[src/rtl/layer_addr_gen.sv]
module layer_addr_gen #(
  parameter int ADDR_W  = 24,
  parameter int WUNIT_W = 6,
  parameter int HGT_W   = 11
) (
  input  logic                 clk,
  input  logic                 rst_n,
  input  logic [ADDR_W-1:0]    cfg_origin,
  input  logic [WUNIT_W-1:0]   cfg_width,
  input  logic [HGT_W-1:0]     cfg_height,
  input  logic                 cfg_bpp16,
  input  logic [WUNIT_W+5:0]   cfg_dx,
  input  logic [HGT_W-1:0]     cfg_dy,
  input  logic                 frame_start,
  input  logic                 line_start,
  input  logic                 pix_en,
  output logic [ADDR_W-1:0]    pix_addr,
  output logic                 cfg_err
);
  localparam int PITCH_W = WUNIT_W + 6;
  localparam int PROD_W  = PITCH_W + HGT_W;

  logic [ADDR_W-1:0]  org_q, base_q;
  logic [WUNIT_W-1:0] w_q;
  logic [HGT_W-1:0]   h_q, row_q;
  logic               bpp16_q;
  logic [PITCH_W-1:0] sx_q, xoff_q;

  logic [PITCH_W-1:0] pitch_in, pitch_q;
  logic [PITCH_W:0]   dxb_in, xnext;
  logic               dx_bad, dy_bad, x_wrap, y_wrap;
  logic [HGT_W-1:0]   dy_use, row_next;
  logic [PROD_W-1:0]  dy_prod;
  logic [PITCH_W-1:0] step;

  assign pitch_in = {cfg_width, 6'b0};
  assign dxb_in   = cfg_bpp16 ? {cfg_dx, 1'b0} : {1'b0, cfg_dx};
  assign dx_bad   = dxb_in >= {1'b0, pitch_in};
  assign dy_bad   = cfg_dy >= cfg_height;
  assign dy_use   = dy_bad ? '0 : cfg_dy;
  assign dy_prod  = PROD_W'(pitch_in) * PROD_W'(dy_use);

  assign pitch_q  = {w_q, 6'b0};
  assign step     = bpp16_q ? PITCH_W'(2) : PITCH_W'(1);
  assign xnext    = {1'b0, xoff_q} + {1'b0, step};
  assign x_wrap   = xnext >= {1'b0, pitch_q};
  assign row_next = row_q + 1'b1;
  assign y_wrap   = (row_next >= h_q) || (row_next == '0);

  assign pix_addr = base_q + ADDR_W'(xoff_q);

  always_ff @(posedge clk or negedge rst_n) begin
    if (!rst_n) begin
      org_q   <= '0;
      base_q  <= '0;
      w_q     <= '0;
      h_q     <= '0;
      row_q   <= '0;
      bpp16_q <= 1'b0;
      sx_q    <= '0;
      xoff_q  <= '0;
      cfg_err <= 1'b0;
    end else if (frame_start) begin
      org_q   <= cfg_origin;
      w_q     <= cfg_width;
      h_q     <= cfg_height;
      bpp16_q <= cfg_bpp16;
      row_q   <= dy_use;
      base_q  <= cfg_origin + ADDR_W'(dy_prod);
      sx_q    <= dx_bad ? '0 : dxb_in[PITCH_W-1:0];
      xoff_q  <= dx_bad ? '0 : dxb_in[PITCH_W-1:0];
      cfg_err <= dx_bad | dy_bad;
    end else if (line_start) begin
      xoff_q  <= sx_q;
      row_q   <= y_wrap ? '0 : row_next;
      base_q  <= y_wrap ? org_q : base_q + ADDR_W'(pitch_q);
    end else if (pix_en) begin
      xoff_q  <= x_wrap ? '0 : xnext[PITCH_W-1:0];
    end
  end
endmodule

[config.mk]
export PLATFORM = sky130hd
export DESIGN_NAME = layer_addr_gen
export DESIGN_NICKNAME = d
export VERILOG_FILES = /design/src/rtl/layer_addr_gen.sv
export SDC_FILE = /design/constraint.sdc
export NUM_CORES = 1
export LEC_CHECK = 0
export BUFFER_PORTS_ARGS = -buffer_cell sky130_fd_sc_hd__buf_4
export CAP_MARGIN = 20
export CORE_ASPECT_RATIO = 1.1
export CORE_MARGIN = 10
export CORE_UTILIZATION = 60
export CTS_CLUSTER_SIZE = 14
export DETAILED_ROUTE_END_ITERATION = 16
export PLACE_DENSITY = 0.81
export SLEW_MARGIN = 5
export SYNTH_ARGS = -nofsm -noshare
export SYNTH_HDL_FRONTEND = slang
export SYNTH_SLANG_ARGS = --single-unit
[constraint.sdc]
create_clock -name clk -period 4.6 [get_ports clk]
set_clock_uncertainty 0.2 [all_clocks]
set_input_delay 0.23 -clock clk [delete_from_list [all_inputs] [get_ports clk]]
set_output_delay 0.23 -clock clk [all_outputs]
set_load 0.05 [all_outputs]
# After elaboration in Yosys (flattened, before gate mapping)
# Cells that the tools add are included.
[word_totals] input_bits=70 output_inout_bits=25 word_cells=38 ff_bits=102
[classes] n_addsub=5 n_mux=14 magnitude_cmp=4 mul=1 n_reduce_logical=4 bitwise_logic=1
[ops] cell="2-to-1 mux 24 bit" count=3
[ops] cell="2-to-1 mux 12 bit" count=5
[ops] cell="adder 24 x 12 -> 24 bit" count=2
[ops] cell="2-to-1 mux 11 bit" count=4
[ops] cell=">= comparator 13 x 12 -> 1 bit" count=2
[ops] cell="adder 24 x 23 -> 24 bit" count=1
[ops] cell=">= comparator 11 bit" count=2
[ops] cell="multiplier 6 x 11 -> 17 bit" count=1
[ops] cell="adder 12 x 2 -> 13 bit" count=1
[ops] cell="2-to-1 mux 13 bit" count=1
[ops] cell="adder 11 x 1 -> 11 bit (second input constant)" count=1
[ops] cell="zero test 11 bit" count=1
[ops] cell="nonzero test 3 bit" count=1
[ops] cell="2-to-1 mux 2 bit" count=1
[ops] cell="nonzero test 2 bit" count=1
[ops] cell="logical OR 1 bit" count=1
[ops] cell="bitwise OR 1 bit" count=1

# Longest topological paths before layout
[depth] word_depth=7 depth_mapped=32 depth_no_buf=30

# Worst setup path after synthesis
# Ideal clock, no wire load.
[synth_timing] path_type="in2reg" from="input port cfg_dy[0]" to="register base_q[22]" n_path_buf=2 setup_slack_ns=-2.327 required_time_ns=4.264 cell_stages=30 setup_ns=0.136 arrival_ns=6.591 cell_sequence="inv_1 > ha_1 > nand2b_1 > a21o_1 > a21o_1 > a211oi_1 > o21ai_1 > nand2_1 > clkbuf_1 > clkbuf_1 > nand3_1 > fa_1 > fa_1 > fa_1 > inv_1 > ha_1 > a21o_1 > a21oi_1 > nor2b_1 > o21a_1 > nor2_1 > xnor2_1 > ha_1 > and3_1 > a311oi_1 > o21ai_1 > a2111o_1 > a31oi_1 > xor2_1 > o21ai_0"
[synth_between] elab_chain_len=5
[synth_rtl] item="from (decl)" line_no="13" source="input logic [HGT_W-1:0] cfg_dy,"
[synth_rtl] item=">= comparator 11 bit" line_no="39" source="assign dy_bad = cfg_dy >= cfg_height;"
[synth_rtl] item="2-to-1 mux 11 bit *" line_no="40" source="assign dy_use = dy_bad ? '0 : cfg_dy;"
[synth_rtl] item="multiplier 6 x 11 -> 17 bit *" line_no="41" source="assign dy_prod = PROD_W'(pitch_in) * PROD_W'(dy_use);"
[synth_rtl] item="adder 24 x 23 -> 24 bit *" line_no="69" source="base_q <= cfg_origin + ADDR_W'(dy_prod);"
[synth_rtl] item="2-to-1 mux 24 bit *" line_no="63" source="end else if (frame_start) begin"
[synth_rtl] item="to (signal assigned)" line_no="69"
[synth_rtl] item="to (signal assigned)" line_no="76" source="base_q <= y_wrap ? org_q : base_q + ADDR_W'(pitch_q);"
[synth_rtl] item="to (decl)" line_no="23" source="logic [ADDR_W-1:0] org_q, base_q;"
# Every way passes the cells marked *; elsewhere a longest branch is shown, timed or not.
# A chain may end at the register's enable or synchronous reset.

# Worst setup path in the final report
[layout_timing] from="input port cfg_dy[8]" to="register base_q[23]"
# Same word-level chain as after synthesis.

==> results_dict.tcl <==
set metrics [dict create \
    cellInternalPower_mw 3.97 \
    pin_slew_with_the_least_headroom_to_its_limit_ns 1.02 \
    depth_of_the_worst_register_to_register_path 16 \
    placement_rows 49 \
    p_sw_mw 3.50 \
    mostFrequentLayoutCells "sky130_fd_sc_hd__buf_4, sky130_fd_sc_hd__inv_1, sky130_fd_sc_hd__nand2_1" \
    cts.sinks 102 \
    grt_remaining_overflow 0 \
    gpl.final_weighted_congestion 0.904 \
    max_cap_viol_count 0 \
    num-nets-final 1578 \
    io_pins 95 \
    vdd_drop_max_mv 0.460 \
    hold_path_class "in -> reg" \
    cts.root.buffer_cell "sky130_fd_sc_hd__clkbuf_16" \
    critical_path_arrival_ns 6.31 \
    master_of_the_slowest_instance_on_the_critical_path "sky130_fd_sc_hd__fa_1" \
    number_of_global_route_vias_before_repair 10100 \
    grt_pass1_wl_mm 49.2 \
    yosys_warnings 0 \
    clock_tree.buffer_depth 2 \
    cp_endpoint_kind "flop" \
    htreeDepth 3 \
    io_buffer_count 94 \
    cp-start-kind "primary input" \
    drt-vias-per-instance 6.29 \
    drt.antenna.violating_nets 0 \
    timing.rr.start "bpp16_q" \
    timing.critical_path.slowest_cell_delay_ns 0.53 \
    clock_latency_ns 0.37 \
    timing.final.ws_setup_ns -1.65 \
    reg2reg_slack_ns 0.45 \
    power_leakage_nw 6.26 \
    initial_utilization_pct 60.9 \
    die-area_sq_mm 0.0220 \
    clkTransAtPathRegs_ns 0.08 \
    swShare_pct 46.9 \
    tritoncts.num_buffers 9 \
    die_h_microns 155 \
    synth_enable_flop_cells 0 \
    timing.final.setup_violations 13 \
    drt_pass1_iterations 5 \
    whs_endpoint "xoff_q[2]" \
    path_common_cell "sky130_fd_sc_hd__buf_4" \
    layout-drive-gt1-share_pct 25.4 \
    slew_headroom_pct 31.9 \
    grt_setup_unrepaired "true" \
    dieWidth_microns 142 \
    syn2layout_area_growth_pct 31.9 \
    synth.avg_cell_area_sq_um 8.52 \
    worst-endpoint-required_ns 4.67 \
    report.final.hold_viol_count 0 \
    synthesis.nets 1371 \
    violations "setup timing" \
    crit_path_max_fanout 5 \
    synth-seq-cells 102 \
    drt-total-wl_mm 32.0 \
    synth_flop_cell "sky130_fd_sc_hd__dfrtp_1" \
    layoutNonFillerInstCount 1578 \
    core_sq_mm 0.0162 \
    worstReg2RegEnd "xoff_q[4]" \
    final_common_cell "sky130_fd_sc_hd__buf_4" \
    tns_ns -14.77 \
    utilization_pct 80.3 \
    fin_crit_ns 6.25 \
    timing_worst_setup_path_type "in -> reg" \
    synthesis.area_sq_mm 0.00989 \
    routedWlPerCell_microns 20.3 \
    pwr-share-clk_pct 11.5 \
    run_status "finished, violations left" \
    cts_tree "built" \
    power.sequential.fraction_pct 17.2 \
    hold-path-cell-count 3 \
    route.detailed.drc 0 \
    pwr_density_cell_mw_per_mm2 573 \
    grt_use_total_pct 27.2 \
    max_slew_violation_count 0 \
    postSynthCellCount 1161 \
    logic_gate_share_of_total_power_pct 71.4 \
    placedCellCount 1501 \
    dp.final_hpwl_mm 21.3 \
    grt_antenna_before_repair 0 \
    period_share_pct 136 \
    yosysSeqAreaShare_pct 25.8 \
    clock.fmax_mhz 160 \
    synthDistinctLibCells 78 \
    vias 9926 \
    post_synthesis_async_set_or_reset_flop_share_pct 100 \
    startpoint_of_the_worst_hold_path "cfg_dx[1]" \
    dr.first_iter.drc_count 1018 \
    grt_max_degree 75 \
]
[state kept, by name, indices dropped and copies added, names as in the netlist]
register,count
sx_q,12
w_q,6
cfg_err,1
base_q,24
bpp16_q,1
xoff_q,12
row_q,11
org_q,24
h_q,11
[timing repair]
action	CTS	global route
gates resized for setup	58	56
endpoints found under the hold margin	114	0
endpoints found under the setup margin	14	14
buffers inserted	11	12
hold buffers	40	0
cloned	3	0
pin swaps	35	44
[final cells by class]
cell class	count	area (sq um)
inverter	130	500
multi-input combinational	874	7250
fill	1002	3190
clock inverter	7	98.8
clock buffer	9	225
tap	204	255
antenna	1	2.50
sequential	102	2550
timing repair buffer	251	2170
[worst max path at each step]
stage,start,slack (ns),endpoint,cells past startpoint
after floorplan,cfg_dy[0],-1.49,base_q[22],30
after global placement,cfg_dy[8],-1.70,base_q[22],28
after detailed placement,cfg_dy[0],-1.84,base_q[23],30
after CTS,cfg_dy[0],-1.44,base_q[23],33
after global routing,cfg_dy[0],-1.90,base_q[23],33
final,cfg_dy[8],-1.65,base_q[23],30
[power by group through the flow]
stage	registers [mW]	logic (mW)	clock network, mW
finish	1.28	5.33	0.856
global route	1.30	5.69	0.883
CTS	1.26	4.68	0.850
detailed placement	1.28	4.12	0
global placement	1.27	4.03	0
floorplan	1.19	2.89	0
[synth_stat cells, types with 6 or more instances]
cell type	n	share of area [%]
sky130_fd_sc_hd__inv_1	128	4.9
sky130_fd_sc_hd__nand2_1	106	4.0
sky130_fd_sc_hd__dfrtp_1	102	26
sky130_fd_sc_hd__ha_1	99	13
sky130_fd_sc_hd__o21ai_0	81	4.1
sky130_fd_sc_hd__and3_1	65	4.1
sky130_fd_sc_hd__a21oi_1	56	2.8
sky130_fd_sc_hd__nor2_1	55	2.1
sky130_fd_sc_hd__xnor2_1	45	4.0
sky130_fd_sc_hd__clkbuf_1	42	1.6
sky130_fd_sc_hd__fa_1	41	8.3
sky130_fd_sc_hd__nand3_1	37	1.9
sky130_fd_sc_hd__nor3_1	27	1.4
sky130_fd_sc_hd__mux2_2	25	2.8
sky130_fd_sc_hd__xor2_1	20	1.8
sky130_fd_sc_hd__a21o_1	15	1.1
sky130_fd_sc_hd__nand2b_1	15	0.95
sky130_fd_sc_hd__a22oi_1	14	1.1
sky130_fd_sc_hd__mux2i_1	14	1.4
sky130_fd_sc_hd__a31oi_1	11	0.70
sky130_fd_sc_hd__o21ai_1	9	0.46
sky130_fd_sc_hd__nand4_1	8	0.51
sky130_fd_sc_hd__o211ai_1	8	0.61
sky130_fd_sc_hd__o22ai_1	8	0.51
sky130_fd_sc_hd__a211oi_1	7	0.53
sky130_fd_sc_hd__o21bai_1	7	0.53
sky130_fd_sc_hd__or3_1	7	0.44
sky130_fd_sc_hd__nor2b_1	6	0.38
sky130_fd_sc_hd__o21a_1	6	0.46
[cells by family after synthesis]
| logic type | count (synthesis) | synth area share [%] |
|---|---|---|
| xor+xnor | 65 | 5.75 |
| compound gates | 276 | 17.8 |
| simple gates | 352 | 18.0 |
| fa+ha+maj | 140 | 20.8 |
| flops | 102 | 25.8 |
| mux | 41 | 4.53 |
| buf+inv | 185 | 7.30 |
[through the flow]
step | total power [mW] | setup WS, ns | instance area (sq um) | hold slack, ns
5_1_grt | 7.87 | -1.90 | 13100 | 0.0269
6_report | 7.47 | -1.65 | 13100 | 0.0132
3_3_place_gp | 5.31 | -1.70 | 11500 | 0.213
3_5_place_dp | 5.40 | -1.84 | 11500 | 0.221
4_1_cts | 6.79 | -1.44 | 12700 | 0.00292
2_1_floorplan | 4.07 | -1.49 | 10100 | -0.266
[metal layers]
layer  GRT usage, %  vias to the layer above  wire (microns)
met4           14.9                        0            1750
met2           45.7                      541           15600
li1               -                     4483               -
met3           5.48                      146            2470
met5              0                        -               0
met1           31.6                     4756           12200
[critical path: cells and delay by family]
kind / cells / cell delay [ns]
AO/OA/AOI/OAI: 8 / 1.68
adder cells (fa/ha/maj): 6 / 2.28
AND/OR/NAND/NOR: 7 / 0.96
buffers and inverters: 8 / 0.96
XOR/XNOR: 1 / 0.20
Power figures use the tool's default switching activity.
